[src/rtl/gpio_lock_pkg.sv]
package gpio_lock_pkg;
  localparam int unsigned DW = 32;

  typedef enum logic [1:0] {
    MD_IN  = 2'b00,
    MD_OUT = 2'b01,
    MD_ALT = 2'b10,
    MD_ANA = 2'b11
  } pin_mode_e;

  localparam logic [3:0] RA_MODE  = 4'd0;
  localparam logic [3:0] RA_OTYPE = 4'd1;
  localparam logic [3:0] RA_SPEED = 4'd2;
  localparam logic [3:0] RA_PULL  = 4'd3;
  localparam logic [3:0] RA_IDR   = 4'd4;
  localparam logic [3:0] RA_ODR   = 4'd5;
  localparam logic [3:0] RA_LOCK  = 4'd6;
  localparam logic [3:0] RA_AFLO  = 4'd7;
  localparam logic [3:0] RA_AFHI  = 4'd8;

  typedef enum logic [1:0] {
    LK_IDLE,
    LK_KEY1,
    LK_KEY0,
    LK_KEY1B
  } lk_state_e;

  function automatic logic [DW-1:0] merge_bits(logic [DW-1:0] old_v,
                                               logic [DW-1:0] new_v,
                                               logic [DW-1:0] msk);
    return (old_v & ~msk) | (new_v & msk);
  endfunction
endpackage

[src/rtl/gpio_lock_seq.sv]
module gpio_lock_seq
  import gpio_lock_pkg::*;
#(
  parameter int unsigned NPINS = 16
) (
  input  logic             clk_i,
  input  logic             rst_ni,
  input  logic             wr_i,     // full-word write to lock register
  input  logic             rd_i,     // read of lock register
  input  logic             wkey_i,
  input  logic [NPINS-1:0] wpat_i,
  output logic             locked_o,
  output logic [NPINS-1:0] pat_o,
  output logic [NPINS-1:0] lock_mask_o
);
  lk_state_e        st_q;
  logic             locked_q;
  logic [NPINS-1:0] pat_q;
  logic [NPINS-1:0] seq_pat_q;

  always_ff @(posedge clk_i or negedge rst_ni) begin
    if (!rst_ni) begin
      st_q      <= LK_IDLE;
      locked_q  <= 1'b0;
      pat_q     <= '0;
      seq_pat_q <= '0;
    end else if (!locked_q) begin
      if (wr_i) begin
        pat_q <= wpat_i;
        unique case (st_q)
          LK_IDLE: begin
            st_q      <= wkey_i ? LK_KEY1 : LK_IDLE;
            seq_pat_q <= wpat_i;
          end
          LK_KEY1: st_q <= (!wkey_i && wpat_i == seq_pat_q) ? LK_KEY0 : LK_IDLE;
          LK_KEY0: st_q <= (wkey_i && wpat_i == seq_pat_q) ? LK_KEY1B : LK_IDLE;
          default: st_q <= LK_IDLE;
        endcase
      end else if (rd_i) begin
        if (st_q == LK_KEY1B) locked_q <= 1'b1;
        st_q <= LK_IDLE;
      end
    end
  end

  assign locked_o    = locked_q;
  assign pat_o       = pat_q;
  assign lock_mask_o = locked_q ? pat_q : '0;


  lock_sticky_chk: assert property (@(posedge clk_i) disable iff (!rst_ni)
    locked_q |=> locked_q);


  lock_pat_frozen_chk: assert property (@(posedge clk_i) disable iff (!rst_ni)
    locked_q |=> $stable(pat_q));


  lock_arm_order_chk: assert property (@(posedge clk_i) disable iff (!rst_ni)
    $rose(locked_q) |-> $past(rd_i && !wr_i && st_q == LK_KEY1B));


  lock_seq_wrongkey_chk: assert property (@(posedge clk_i) disable iff (!rst_ni)
    (!locked_q && wr_i && st_q == LK_KEY1 && wkey_i) |=> st_q == LK_IDLE);
endmodule

[src/rtl/gpio_cfg_regs.sv]
module gpio_cfg_regs
  import gpio_lock_pkg::*;
#(
  parameter int unsigned NPINS = 16,
  parameter int unsigned SELW  = 4
) (
  input  logic                  clk_i,
  input  logic                  rst_ni,
  input  logic                  wr_i,
  input  logic [3:0]            addr_i,
  input  logic [3:0]            be_i,
  input  logic [DW-1:0]         wdata_i,
  input  logic [NPINS-1:0]      lock_mask_i,
  output logic [2*NPINS-1:0]    mode_o,
  output logic [NPINS-1:0]      otype_o,
  output logic [2*NPINS-1:0]    speed_o,
  output logic [2*NPINS-1:0]    pull_o,
  output logic [SELW*NPINS-1:0] af_o,
  output logic [NPINS-1:0]      odr_o
);
  localparam int unsigned AFW = SELW * NPINS;
  localparam int unsigned ZW  = DW - NPINS;

  logic [DW-1:0]      bem;
  logic [2*NPINS-1:0] lk2;
  logic [AFW-1:0]     lk4;
  logic [2*NPINS-1:0] mode_q, speed_q, pull_q;
  logic [NPINS-1:0]   otype_q, odr_q;
  logic [AFW-1:0]     af_q;
  logic [DW-1:0]      otype_nx, odr_nx;

  always_comb begin
    for (int i = 0; i < DW; i++) bem[i] = be_i[i/8];
  end

  for (genvar p = 0; p < NPINS; p++) begin : g_lk
    assign lk2[2*p +: 2]       = {2{lock_mask_i[p]}};
    assign lk4[SELW*p +: SELW] = {SELW{lock_mask_i[p]}};
  end

  assign otype_nx = merge_bits({{ZW{1'b0}}, otype_q}, wdata_i, bem & ~{{ZW{1'b0}}, lock_mask_i});
  assign odr_nx   = merge_bits({{ZW{1'b0}}, odr_q}, wdata_i, bem);

  always_ff @(posedge clk_i or negedge rst_ni) begin
    if (!rst_ni) begin
      mode_q  <= '0;
      otype_q <= '0;
      speed_q <= '0;
      pull_q  <= '0;
      af_q    <= '0;
      odr_q   <= '0;
    end else if (wr_i) begin
      unique case (addr_i)
        RA_MODE:  mode_q  <= merge_bits(mode_q, wdata_i, bem & ~lk2);
        RA_OTYPE: otype_q <= otype_nx[NPINS-1:0];
        RA_SPEED: speed_q <= merge_bits(speed_q, wdata_i, bem & ~lk2);
        RA_PULL:  pull_q  <= merge_bits(pull_q, wdata_i, bem & ~lk2);
        RA_ODR:   odr_q   <= odr_nx[NPINS-1:0];
        RA_AFLO:  af_q[DW-1:0]   <= merge_bits(af_q[DW-1:0], wdata_i, bem & ~lk4[DW-1:0]);
        RA_AFHI:  af_q[AFW-1:DW] <= merge_bits(af_q[AFW-1:DW], wdata_i, bem & ~lk4[AFW-1:DW]);
        default: ;
      endcase
    end
  end

  assign mode_o  = mode_q;
  assign otype_o = otype_q;
  assign speed_o = speed_q;
  assign pull_o  = pull_q;
  assign af_o    = af_q;
  assign odr_o   = odr_q;


  mode_locked_chk: assert property (@(posedge clk_i) disable iff (!rst_ni)
    (lock_mask_i == $past(lock_mask_i)) |-> (((mode_q ^ $past(mode_q)) & lk2) == '0));


  af_locked_chk: assert property (@(posedge clk_i) disable iff (!rst_ni)
    (lock_mask_i == $past(lock_mask_i)) |-> (((af_q ^ $past(af_q)) & lk4) == '0));


  pull_locked_chk: assert property (@(posedge clk_i) disable iff (!rst_ni)
    (lock_mask_i == $past(lock_mask_i)) |-> (((pull_q ^ $past(pull_q)) & lk2) == '0));
endmodule

[src/rtl/gpio_pin_mux.sv]
module gpio_pin_mux
  import gpio_lock_pkg::*;
#(
  parameter int unsigned NPINS = 16,
  parameter int unsigned NAF   = 16,
  parameter int unsigned SELW  = $clog2(NAF)
) (
  input  logic                  clk_i,
  input  logic                  rst_ni,
  input  logic [2*NPINS-1:0]    mode_i,
  input  logic [NPINS-1:0]      otype_i,
  input  logic [NPINS-1:0]      odr_i,
  input  logic [2*NPINS-1:0]    pull_cfg_i,
  input  logic [SELW*NPINS-1:0] af_sel_i,
  input  logic [NPINS-1:0]      idr_i,
  input  logic [NAF*NPINS-1:0]  af_dout_i,
  output logic [NPINS-1:0]      pin_o,
  output logic [NPINS-1:0]      pin_oe_o,
  output logic [2*NPINS-1:0]    pull_o,
  output logic [NAF*NPINS-1:0]  af_din_o
);
  for (genvar p = 0; p < NPINS; p++) begin : g_pin
    pin_mode_e       md;
    logic [SELW-1:0] sel;
    logic            drv, val;
    logic [NAF-1:0]  din_col;

    assign md  = pin_mode_e'(mode_i[2*p +: 2]);
    assign sel = af_sel_i[SELW*p +: SELW];
    assign drv = (md == MD_OUT) || (md == MD_ALT);
    assign val = (md == MD_OUT) ? odr_i[p] : af_dout_i[sel*NPINS + p];

    assign pin_o[p]       = drv & val;
    assign pin_oe_o[p]    = drv & (~otype_i[p] | ~val);
    assign pull_o[2*p +: 2] = (md == MD_ANA) ? 2'b00 : pull_cfg_i[2*p +: 2];

    for (genvar c = 0; c < NAF; c++) begin : g_ch
      assign din_col[c] = (md == MD_ALT) && (sel == c[SELW-1:0]) && idr_i[p];
      assign af_din_o[c*NPINS + p] = din_col[c];
    end


    nodrive_chk: assert property (@(posedge clk_i) disable iff (!rst_ni)
      (mode_i[2*p +: 2] == 2'b00 || mode_i[2*p +: 2] == 2'b11) |-> (!pin_oe_o[p] && !pin_o[p]));


    od_low_only_chk: assert property (@(posedge clk_i) disable iff (!rst_ni)
      (otype_i[p] && pin_oe_o[p]) |-> !pin_o[p]);


    single_channel_chk: assert property (@(posedge clk_i) disable iff (!rst_ni)
      $onehot0(din_col));
  end
endmodule

[src/rtl/gpio_lock_port.sv]
module gpio_lock_port
  import gpio_lock_pkg::*;
#(
  parameter int unsigned NPINS = 16,
  parameter int unsigned NAF   = 16
) (
  input  logic                 clk_i,
  input  logic                 rst_ni,
  input  logic                 req_i,
  input  logic                 we_i,
  input  logic [3:0]           addr_i,
  input  logic [3:0]           be_i,
  input  logic [DW-1:0]        wdata_i,
  output logic [DW-1:0]        rdata_o,
  input  logic [NPINS-1:0]     pin_i,
  output logic [NPINS-1:0]     pin_o,
  output logic [NPINS-1:0]     pin_oe_o,
  output logic [2*NPINS-1:0]   pull_o,
  output logic [2*NPINS-1:0]   speed_o,
  input  logic [NAF*NPINS-1:0] af_dout_i,
  output logic [NAF*NPINS-1:0] af_din_o
);
  localparam int unsigned SELW = $clog2(NAF);
  localparam int unsigned AFW  = SELW * NPINS;
  localparam int unsigned ZW   = DW - NPINS;

  logic                 wr, rd, lk_wr, lk_rd, locked;
  logic [NPINS-1:0]     lk_pat, lock_mask, otype, odr;
  logic [NPINS-1:0]     idr_q;
  logic [2*NPINS-1:0]   mode, speed, pull_cfg;
  logic [AFW-1:0]       af_sel;

  assign wr    = req_i & we_i;
  assign rd    = req_i & ~we_i;
  assign lk_wr = wr && addr_i == RA_LOCK && be_i == 4'hF;
  assign lk_rd = rd && addr_i == RA_LOCK;

  always_ff @(posedge clk_i or negedge rst_ni) begin
    if (!rst_ni) idr_q <= '0;
    else         idr_q <= pin_i;
  end

  gpio_lock_seq #(.NPINS(NPINS)) u_lock (
    .clk_i       (clk_i),
    .rst_ni      (rst_ni),
    .wr_i        (lk_wr),
    .rd_i        (lk_rd),
    .wkey_i      (wdata_i[NPINS]),
    .wpat_i      (wdata_i[NPINS-1:0]),
    .locked_o    (locked),
    .pat_o       (lk_pat),
    .lock_mask_o (lock_mask)
  );

  gpio_cfg_regs #(.NPINS(NPINS), .SELW(SELW)) u_cfg (
    .clk_i       (clk_i),
    .rst_ni      (rst_ni),
    .wr_i        (wr),
    .addr_i      (addr_i),
    .be_i        (be_i),
    .wdata_i     (wdata_i),
    .lock_mask_i (lock_mask),
    .mode_o      (mode),
    .otype_o     (otype),
    .speed_o     (speed),
    .pull_o      (pull_cfg),
    .af_o        (af_sel),
    .odr_o       (odr)
  );

  gpio_pin_mux #(.NPINS(NPINS), .NAF(NAF), .SELW(SELW)) u_mux (
    .clk_i      (clk_i),
    .rst_ni     (rst_ni),
    .mode_i     (mode),
    .otype_i    (otype),
    .odr_i      (odr),
    .pull_cfg_i (pull_cfg),
    .af_sel_i   (af_sel),
    .idr_i      (idr_q),
    .af_dout_i  (af_dout_i),
    .pin_o      (pin_o),
    .pin_oe_o   (pin_oe_o),
    .pull_o     (pull_o),
    .af_din_o   (af_din_o)
  );

  assign speed_o = speed;

  always_comb begin
    rdata_o = '0;
    if (rd) begin
      unique case (addr_i)
        RA_MODE:  rdata_o = mode;
        RA_OTYPE: rdata_o = {{ZW{1'b0}}, otype};
        RA_SPEED: rdata_o = speed;
        RA_PULL:  rdata_o = pull_cfg;
        RA_IDR:   rdata_o = {{ZW{1'b0}}, idr_q};
        RA_ODR:   rdata_o = {{ZW{1'b0}}, odr};
        RA_LOCK:  rdata_o = {{(ZW-1){1'b0}}, locked, lk_pat};
        RA_AFLO:  rdata_o = af_sel[DW-1:0];
        RA_AFHI:  rdata_o = af_sel[AFW-1:DW];
        default:  rdata_o = '0;
      endcase
    end
  end


  narrow_lock_wr_chk: assert property (@(posedge clk_i) disable iff (!rst_ni)
    (wr && addr_i == RA_LOCK && be_i != 4'hF) |=> ($stable(lk_pat) && $stable(locked)));


  idr_sample_chk: assert property (@(posedge clk_i) disable iff (!rst_ni)
    1'b1 |=> idr_q == $past(pin_i));
endmodule

[config.mk]
export PLATFORM = sky130hd
export DESIGN_NAME = gpio_lock_port
export DESIGN_NICKNAME = d
export VERILOG_FILES = /design/src/rtl/gpio_lock_pkg.sv /design/src/rtl/gpio_lock_seq.sv /design/src/rtl/gpio_cfg_regs.sv /design/src/rtl/gpio_pin_mux.sv /design/src/rtl/gpio_lock_port.sv
export SDC_FILE = /design/constraint.sdc
export NUM_CORES = 1
export LEC_CHECK = 0
export BUFFER_PORTS_ARGS = -buffer_cell sky130_fd_sc_hd__buf_2
export CELL_PAD_IN_SITES_DETAIL_PLACEMENT = 0
export CELL_PAD_IN_SITES_GLOBAL_PLACEMENT = 1
export CORE_AREA = 2 2 269 271
export CTS_CLUSTER_SIZE = 40
export DETAILED_ROUTE_END_ITERATION = 8
export DIE_AREA = 0 0 271 273
export GPL_ROUTABILITY_DRIVEN = 0
export PLACE_DENSITY = 0.63
export SETUP_SLACK_MARGIN = 0.05
export SYNTH_ARGS = -nofsm -noshare
export SYNTH_HDL_FRONTEND = slang
export SYNTH_SLANG_ARGS = --single-unit
[constraint.sdc]
create_clock -name clk_i -period 4.8 [get_ports clk_i]
set_clock_uncertainty 0.05 [all_clocks]
set_input_delay 0.48 -clock clk_i [delete_from_list [all_inputs] [get_ports clk_i]]
set_output_delay 0.48 -clock clk_i [all_outputs]
set_load 0.005 [all_outputs]
After elaboration in Yosys (flattened, before gate mapping)
Cells that the tools add are included.
{"block": "totals", "register_bits": 243, "latchBits": 0, "ram_bits": 0, "romBits": 0, "in_bits": 316, "elab_cells": 1100, "memories": 0}
{"block": "classes", "addsub": 15, "multipliers": 0, "n_div": 0, "order_cmp": 16, "n_eq_ne": 301, "n_shift": 0, "muxes": 77, "bitwise": 116, "n_reduce_logical": 563}
{"operator": "$eq A4 B4 Y1 const B", "n": 130}
{"operator": "$logic_and A1 B1 Y1", "n": 517}
{"operator": "$lt A32 B9 Y1 const B", "n": 15}
{"operator": "$and A32 B32 Y32", "n": 11}
{"operator": "$pmux W32 S9", "n": 1}
{"operator": "$eq A4 B3 Y1 const B", "n": 68}
{"operator": "$not A32 Y32", "n": 6}
{"operator": "$or A32 B32 Y32", "n": 5}
{"operator": "$eq A4 B2 Y1 const B", "n": 34}
{"operator": "$bmux W1 S8", "n": 15}
{"operator": "$and A16 B16 Y16", "n": 5}
{"operator": "$add A8 B4 Y9 const B", "n": 8}
{"operator": "$eq A2 B2 Y1 const B", "n": 34}
{"operator": "$eq A4 B1 Y1 const B", "n": 17}
{"operator": "$logic_not A4 Y1", "n": 17}
{"operator": "$not A16 Y16", "n": 3}
{"operator": "$mux W2", "n": 20}
{"operator": "$mux W1", "n": 37}
{"operator": "$add A8 B3 Y9 const B", "n": 4}
{"operator": "$and A1 B1 Y1", "n": 34}
{"operator": "$eq A2 B1 Y1 const B", "n": 17}
{"operator": "$not A1 Y1", "n": 34}
{"operator": "$mux W32", "n": 1}
{"operator": "$or A16 B16 Y16", "n": 2}
{"operator": "other kinds (14)", "n": 53}

Longest topological paths before layout
Gate-level depths: netlist of the first run.
{"block": "depth", "word_depth": 7, "depth_mapped": 8}

Modules after synthesis
Synthesis of the first run repeated with hierarchy kept, for this count alone.
{"block": "unflattened", "cells_unflattened": 1847, "hier_area_um2": 18320.1}
{"mod": "gpio_cfg_regs", "instances": 1, "cells_per_inst": 506, "area_per_inst_um2": 7985.2, "seq_area_each_um2": 4804.6}
{"mod": "gpio_pin_mux", "instances": 1, "cells_per_inst": 927, "area_per_inst_um2": 6207.2, "seq_area_each_um2": 0.0}
{"mod": "gpio_lock_port", "instances": 1, "cells_per_inst": 293, "area_per_inst_um2": 2482.4, "seq_area_each_um2": 400.4}
{"mod": "gpio_lock_seq", "instances": 1, "cells_per_inst": 121, "area_per_inst_um2": 1645.3, "seq_area_each_um2": 875.8}

Worst setup path after synthesis of the first run
Ideal clock, no wire load.
{"block": "synth_timing", "path_type": "input port to output port", "startpoint": "in addr_i[1]", "endpoint": "out rdata_o[13]", "arrival_time_ps": 1833, "t_required_ps": 4270, "path_slack_ps": 2437, "cell_stages": 7, "n_path_buf": 4, "cell_sequence": "buf_2 buf_4 buf_2 buf_4 a21oi_1 a2111o_1 a21oi_1"}
{"block": "synth_between", "elab_chain_len": 3, "elab_cells_between_ends": 11, "classes_between": "eq/ne (8); mux (2); reduce/logical (1)"}
{"element": "start, declared", "line_no": "gpio_lock_port.sv:11", "rtl": "input logic [3:0] addr_i,"}
{"element": "$eq A4 B4 Y1, or another cell as far along", "line_no": "gpio_lock_port.sv:92", "rtl": "unique case (addr_i)"}
{"element": "$pmux W32 S9 (*)", "line_no": "gpio_lock_port.sv:92"}
{"element": "$mux W32 (*)", "line_no": "gpio_lock_port.sv:91", "rtl": "if (rd) begin"}
{"element": "end, declared", "line_no": "gpio_lock_port.sv:14", "rtl": "output logic [DW-1:0] rdata_o,"}
Mark *: on every way between the ends. The rest lies on a longest branch, timed or not.

==> results of run 1 <==
==> cell usage in the layout, fill, tap and decap left out, types with 10 or more instances in the layout <==
master         netlist  final
nor4_1              20     20
nor2b_1             50     50
nand4_1             18     18
dlygate4sd3_1        0     16
nand3b_1            21     21
buf_4               22     15
a22oi_1             25     25
and3_1              19     19
or2_2               15     15
xor2_1              16     16
nor2_1             237    236
buf_2               17    696
o221a_2             15     15
nand4b_1            13     13
inv_1               52     52
dfrtp_1            243    243
clkbuf_16            0     34
and2_1               8     10
nand3_1             48     48
mux2i_1            123    123
mux4_2              38     38
mux2_4              10     10
o21ai_0             25     25
a21oi_1             41     41
nor3b_1             18     18
nand2_1            142    142
nand2b_1            52     52
or3_1               15     15
nor3_1              84     84
mux2_2             224    224
ha_1                48     48
==> logic make-up after synthesis <==
kind of cell,synth area share [%]
flops,34.59
compound gates,6.512
simple gates,22.62
fa+ha+maj,3.416
buf+inv,4.925
mux,27.14
xor+xnor,0.7971
==> layout make-up <==
type / instances / share of cell area [%]
inverter: 52 / 0.8446
timing repair buffer: 730 / 16.49
clock inverter: 18 / 1.094
multi-input combinational: 1404 / 46.06
sequential: 243 / 26.31
antenna: 2 / 0.02166
clock buffer: 42 / 4.028
tap: 950 / 5.143
==> per-layer routing <==
layer | up-vias | track usage [%] | wire length [um]
li1 | 7834 | - | -
met1 | 8702 | 27.20 | 35060
met2 | 663 | 35.69 | 39250
met5 | - | 0 | 164
met3 | 139 | 5.061 | 5763
met4 | 26 | 6.528 | 2348
==> stage by stage <==
step,std cells,area (um2),power (mW),hold WS (ps)
floorplan,1837,17580,3.596,134.4
global placement,3363,21760,4.411,457.5
detailed placement,3363,21760,4.439,460.2
CTS,3439,23100,7.146,5.909
global route,3441,23110,7.409,40.58
finish,3441,23110,7.068,-40.92
==> where the power goes <==
part	switching [mW]	internal, mW
logic	0.791	0.827
registers	0.511	2.27
clock network	1.01	1.66
total	2.31	4.76
==> worst paths after layout <==
kind                                      startpoint                               end  slack [ps]  cells past startpoint
max in group asynchronous                     rst_ni   u_lock.seq_pat_q[4]$_DFFE_PN0P_        3480                      2
setup reg to reg           u_lock.locked_o$_DFF_PN0_  u_lock.seq_pat_q[14]$_DFFE_PN0P_        2340                      4
min in group clk_i                       wdata_i[22]                         flip-flop         220                      2
setup / recovery                           flip-flop                      pin_oe_o[10]        1400                      5
hold reg to reg                            flip-flop                         flip-flop         480                      1
hold / removal                                rst_ni                idr_q[9]$_DFF_PN0_         -40                      1
==> results.ini, run 1 <==
[outcome]
status=complete, but fails checks
violations=hold timing

[global_routing]
grt.total_usage_pct=21.34
grt_pass1_wl_um=119000
antenna_found_initial=16
grt_pass1_vias=17530
grt_max_degree=110
gr-total-overflow=0

[die]
core_um2=71000
io_pins=700
initial_core_util_pct=24.76
fp.dieArea_um2=73980
die_y_um=273
dieWidth_um=271
row_count=98

[setup_path]
critPathKind=flip-flop to output pin
path_buf_inv=1
cp.arrival_ps=2870
required_ps=4270
max_stage_delay_ps=790
worst_setup_path_end_kind=output pin
startpoint_type=flip-flop
cp_slowest_cell=dfrtp_1
crit_family=flip-flops
crit_chain=mux4_2 -> nor2b_1 -> nor4_1 -> o221a_2 -> buf_2
cp_max_fo=13

[synthesis]
synthTopCellsByCount=243 x dfrtp_1, 237 x nor2_1, 224 x mux2_2
synth_area_leaders=dfrtp_1 35%, mux2_2 14%, mux2i_1 7.0%
syn_area_per_cell_um2=9.570
synthMostInstantiatedCell=dfrtp_1
synth_edf_count=0
yosysTopAreaCell=dfrtp_1
syn-cell-area_um2=17580
async_reset_ff_share_pct=100.0
synth_top_area_share_pct=34.59
synth_fp_nets=2201
synth_warnings=0
synth_flop_cell=dfrtp_1
synthCells=1837
yosysSeqAreaShare_pct=34.59
ys_seq_elements=243
synth_cell_type_count=67

[cells_and_area]
ff_latch_area_um2=6081
layout.nets=2829
syn2layout_area_growth_pct=31.45
fin_util_pct=32.55
drive_gt1_share_pct=43.71
num-fill-cells=7474
multi_input_area_um2=10650

[clock_tree]
post_cts_buffers=0
post_cts_resize_count=0
clockBufferDepth=3
clock-sinks=243
cts_root_buffer=clkbuf_16
cts-hold-fix-buffers=16
cts_buffers=34
clk_latency_ps=540
cts_tree=done
clk_transition_reported_paths_ps=60
cts_max_level=2

[sta]
setup_ws_ps=1396
period_share_pct=70.91
fin_crit_ps=3404
fmax_mhz=293.8
rsz0062_at_grt=no
hold_slack_ps=-40.92
relSlewSlack_pct=33.01
maxSlewViolCount=0
hold_viol_final=16
tightest_slew_ps=1005
setup_viol=0
finalSetupTns_ps=0

[power_and_ir_drop]
leakage_nw=11.25
ir_worst_vdd_mv=0.1853
power_density_nw_per_um2=305.8

[place]
port_buffers=699
post-place-ws_ps=1516
hpwl_um=65500

[detailed_routing]
drc=0
vias_per_cell=5.046
drt_iter0_drc=1116
wirelength_um=82590
drt-wirelength-per-cell_um=24.00
ant_nets=0
vias=17360
firstDrtPassIters=5

[min_path]
hold_class=primary input to async pin

[run]
maxCapViolations=0

(Power assumes the default switching activity.)
==> inputs of run 2 (changes only) <==
- CORE_AREA: 2 2 269 271 -> 2 2 272 274
- DIE_AREA: 0 0 271 273 -> 0 0 274 276
- PLACE_DENSITY: 0.63 -> 0.62
- clock period: 4.8 -> 3.26 ns (I/O delays scaled with it)
==> run 2 against run 1 <==
  * The flow now finishes without violations
  * Sequential cell count unchanged
  * Power up 47%
  * Global-route usage down 0.056 points
  * Critical path depth unchanged
  * Hold slack better by 100 ps
  * First-iteration DRC count up 5.1%
  * Via count up 0.72%
  * Final cell count up 1.3%
  * Non-clock buffer count up 35
  * Register-to-register slack worse by 1500 ps
  * Die area up 2.2%
  * Largest cell class unchanged
==> results.ini, run 2 (synthesis results as in run 1) <==
[sta]
fin_crit_ps=3092
relSlewSlack_pct=33.47
rsz0062_at_grt=no
fmax_mhz=323.5
maxSlewViolCount=0
finalSetupTns_ps=0
tightest_slew_ps=998.0
setup_viol=0
hold_viol_final=0
setup_ws_ps=168.3
period_share_pct=94.84

[cells_and_area]
syn2layout_area_growth_pct=32.98
layout_common_cells=696 x buf_2, 238 x dfrtp_1, 236 x nor2_1
layout.nets=2864
stdcell_area_um2=23380
fin_util_pct=32.21
stdcell_count=3487
layout_commonest_cell=buf_2
num-fill-cells=7756
drive_gt1_share_pct=44.51

[setup_path]
cp_max_fo=13
cp.arrival_ps=2720
critPathKind=flip-flop to output pin
worst_setup_path_end_kind=output pin
required_ps=2880
startpoint_type=flip-flop

[place]
placed_cells=3406
post-place-ws_ps=321.2
placedInstanceArea_um2=22040
port_buffers=699
hpwl_um=67270

[global_routing]
met3_usage_pct=5.107
grt_pass1_vias=17640
grt.total_usage_pct=21.29
antenna_found_initial=15
use_met1_pct=27.12
top_usage_layer=met2
grt_use_met2_pct=35.48
gr-total-overflow=0
grt_pass1_wl_um=119900
grt_max_degree=88

[die]
initial_core_util_pct=24.22
dieWidth_um=274
row_count=99
fp.dieArea_um2=75620
core_um2=72590
io_pins=700
die_y_um=276

[clock_tree]
cts_root_buffer=clkbuf_16
clk_latency_ps=540
clk_transition_reported_paths_ps=60
clockBufferDepth=3
cts_tree=done
clock-sinks=243
cts_max_level=2
post_cts_buffers=0
cts_buffers=34

[detailed_routing]
ant_nets=0
vias=17490
wirelength_um=83620
drt_iter0_drc=1173
drt-wirelength-per-cell_um=23.98
firstDrtPassIters=5
drc=0
vias_per_cell=5.015

[run]
maxCapViolations=0

[power_and_ir_drop]
leakage_nw=11.40
ir_worst_vdd_mv=0.2286
power_density_nw_per_um2=444.9

[outcome]
status=completed

[min_path]
hold_class=primary input to flip-flop

[run 2: report_power, final]
| part | switching, mW | total (mW) | internal [mW] |
|---|---|---|---|
| Clock | 1.49 | 3.86 | 2.37 |
| Sequential | 0.673 | 4.02 | 3.35 |
| Combinational | 1.26 | 2.52 | 1.26 |
[run 2: layout make-up]
type | count | area (um2) | share of cell area (%)
Antenna cell | 3 | 7.507 | 0.03211
Tap cell | 959 | 1200 | 5.132
Timing Repair Buffer | 765 | 4089 | 17.49
Clock inverter | 11 | 120.1 | 0.5138
Inverter | 52 | 195.2 | 0.8349
Sequential cell | 243 | 6087 | 26.04
Multi-Input combinational cell | 1404 | 10650 | 45.53
Clock buffer | 50 | 1035 | 4.426
[run 2: what timing repair did]
| action | 4_1_cts | 5_1_grt |
|---|---|---|
| hold buffers | 17 | 0 |
| gates resized for setup | 1 | 4 |
| setup endpoints to repair | 2 | 4 |
| endpoints found under the hold margin | 64 | 0 |
[run 2: through the flow]
| stage | power [mW] | hold slack [ps] |
|---|---|---|
| after floorplan | 5.294 | -19.59 |
| after global placement | 6.563 | 234.3 |
| after detailed placement | 6.601 | 238.8 |
| after CTS | 10.52 | 33.00 |
| after global routing | 10.93 | 45.04 |
| final | 10.40 | 62.06 |
[run 2: final timing paths]
kind / startpoint / endpoint / slack [ps] / depth (start not counted)
min in group asynchronous: rst_ni / idr_q[9]$_DFF_PN0_ / 260 / 2
hold reg to reg: u_lock.seq_pat_q[3]$_DFFE_PN0P_ / u_lock.seq_pat_q[3]$_DFFE_PN0P_ / 480 / 1
max in group asynchronous: rst_ni / async pin / 1990 / 3
hold / removal: wdata_i[27] / flip-flop / 60 / 2
setup reg to reg: u_lock.locked_o$_DFF_PN0_ / u_lock.seq_pat_q[11]$_DFFE_PN0P_ / 870 / 4
setup / recovery: flip-flop / pin_oe_o[9] / 170 / 5
[run 2: routing by layer]
| layer | routed length (um) | vias up |
|---|---|---|
| li1 | - | 7910 |
| met1 | 35070 | 8706 |
| met2 | 39680 | 707 |
| met3 | 6131 | 142 |
| met4 | 2589 | 24 |
| met5 | 140 | - |
[run 2: worst max-delay path, stage by stage, from the launching register on]
cell	delay [ps]
dfrtp_1	740
mux4_2	570
nor2b_1	140
nor4_1	350
o221a_2	240
buf_2	120
==> inputs of run 3 (changes only) <==
--- a/config.mk
+++ b/config.mk
@@ -17,2 +17,3 @@
 export SETUP_SLACK_MARGIN = 0.05
+export SLEW_MARGIN = 25
 export SYNTH_ARGS = -nofsm -noshare
==> constraint.sdc (replaced) <==
create_clock -name clk_i -period 3.26 [get_ports clk_i]
set_clock_uncertainty 0.05 [all_clocks]
set_input_delay 0.163 -clock clk_i [delete_from_list [all_inputs] [get_ports clk_i]]
set_output_delay 0.163 -clock clk_i [all_outputs]
set_load 0.005 [all_outputs]
==> run 3 against run 2 <==
  * Power down 1.2%
  * Wire length is 0.46% higher
  * Largest power group unchanged
  * Worst setup slack better by 49 ps
  * Final cell count is 0.32% higher
  * Critical endpoint is now pin_oe_o[3]
==> results.ini, run 3 (synthesis results as in run 1) <==
[cells_and_area]
layout.nets=2876
multi_input_area_um2=10650
layout_common_cells=696 x buf_2, 243 x dfrtp_1, 236 x nor2_1
syn2layout_area_growth_pct=33.33
drive_gt1_share_pct=43.79
num-fill-cells=7717
ff_latch_area_um2=6081
layout_commonest_cell=buf_2

[power_and_ir_drop]
leakage_nw=11.44
netSwitchingPower_mw=3.431
power_density_nw_per_um2=438.3
p_int_mw=6.842
combPwrFrac_pct=24.3
ir_worst_vdd_mv=0.3757
p_total_mw=10.27
pwr-share-clk_pct=36.3
sw_frac_of_total_pct=33.40
pwr-share-seq_pct=39.4

[setup_path]
worst_setup_path_end_kind=output pin
cp.arrival_ps=2830
ff2ff_setup_slack_ps=930
reg2reg_from=u_lock.locked_o$_DFF_PN0_
crit_end=pin_oe_o[3]
startpoint_type=flip-flop
critPathKind=flip-flop to output pin
rr_worst_depth=3
required_ps=3050
cp_max_fo=13

[detailed_routing]
route.met3.wl_um=6086
ant_nets=0
highest_layer=met5
vias=17450
drt_iter0_drc=996
wirelength_um=84000
vias_per_cell=4.988
wl_met1_um=35120
drt-wirelength-per-cell_um=24.01
drc=0
dr_wl_met2_um=40340
firstDrtPassIters=5

[min_path]
hold_class=primary input to flip-flop
min-delay-start=wdata_i[11]

[clock_tree]
clockBufferDepth=3
clk_transition_reported_paths_ps=50
cts_buffers=34
clk_latency_ps=550
clock-sinks=243
cts_tree=done
cts_root_buffer=clkbuf_16
cts_max_level=2

[sta]
relSlewSlack_pct=37.34
setup_viol=0
tightest_slew_ps=939.9
rsz0062_at_grt=no
maxSlewViolCount=0
finalSetupTns_ps=0
fmax_mhz=328.6
fin_crit_ps=3043
hold_viol_final=0
period_share_pct=93.34

[global_routing]
grt_max_degree=103
antenna_found_initial=13
grt.total_usage_pct=21.30
grt_pass1_wl_um=120100
gr-total-overflow=0
grt_pass1_vias=17660

[die]
dieWidth_um=274
initial_core_util_pct=24.22
io_pins=700
fp.dieArea_um2=75620
row_count=99
die_y_um=276
core_um2=72590

[place]
hpwl_um=67130
port_buffers=699

[run]
maxCapViolations=0

[outcome]
status=completed

-- run 3: changes by cell type in the layout (fill, tap and decap cells not counted), moves of 2 or more --
cell and delta:
dlygate4sd3_1 +20, buf_4 -6, dfrtp_1 +5, dfrtp_2 -5, clkbuf_16 -3, clkinvlp_4 -3, buf_12 -2, clkinv_2 +2
clkinv_4 +2
-- run 3: worst min path at each step --
stage	end	slack (ps)	cells past startpoint
finish	u_lock.seq_pat_q[11]$_DFFE_PN0P_	30	2
global placement	idr_q[0]$_DFF_PN0_	220	1
CTS	u_lock.seq_pat_q[11]$_DFFE_PN0P_	0.6	2
detailed placement	idr_q[5]$_DFF_PN0_	220	1
floorplan	async pin	-180	0
global route	u_lock.seq_pat_q[11]$_DFFE_PN0P_	20	2
-- run 3: worst max-delay path, stage by stage (launching register included) --
cell and delay, ps:
dfrtp_1 800, mux4_2 570, nor2b_1 140, nor4_1 400, o221a_2 250, buf_2 110
-- run 3: area by class of cell --
type	instances	area share, %
flip-flops and latches	243	25.94
clock buffers	47	4.094
clock inverters	14	0.6405
diodes	2	0.02135
multi-input cells	1404	45.41
well taps	959	5.119
inverters	52	0.8327
repair buffers	777	17.94
-- run 3: stage by stage --
step	cell area [um2]	utilization (%)	instances	worst slack [ps]	hold WS [ps]
floorplan	17580	-	1837	1386	-182.6
global placement	21950	30.25	3398	574.1	223.1
detailed placement	21950	30.25	3398	544.8	222.9
CTS	23440	32.29	3496	187.3	0.6440
global route	23440	32.29	3497	78.91	18.80
finish	23440	32.29	3498	217.1	32.35
-- run 3: power groups by stage --
stage / clock (mW) / sequential, mW / combinational [mW]
6_report: 3.73 / 4.05 / 2.50
4_1_cts: 3.82 / 4.06 / 2.52
5_1_grt: 3.95 / 4.12 / 2.73
3_5_place_dp: 0 / 4.11 / 2.47
2_1_floorplan: 0 / 3.61 / 1.68
3_3_place_gp: 0 / 4.10 / 2.44
-- run 3: repair_timing --
item	CTS	global route
hold buffers	37	0
buffers inserted	0	0
gates resized for setup	0	0
hold endpoints to repair	199	0
-- run 3: routing by layer --
layer | track usage [%] | vias up
met1 | 27.10 | 8706
met3 | 5.055 | 135
met5 | 0 | -
met2 | 35.64 | 665
li1 | - | 7923
met4 | 6.215 | 18
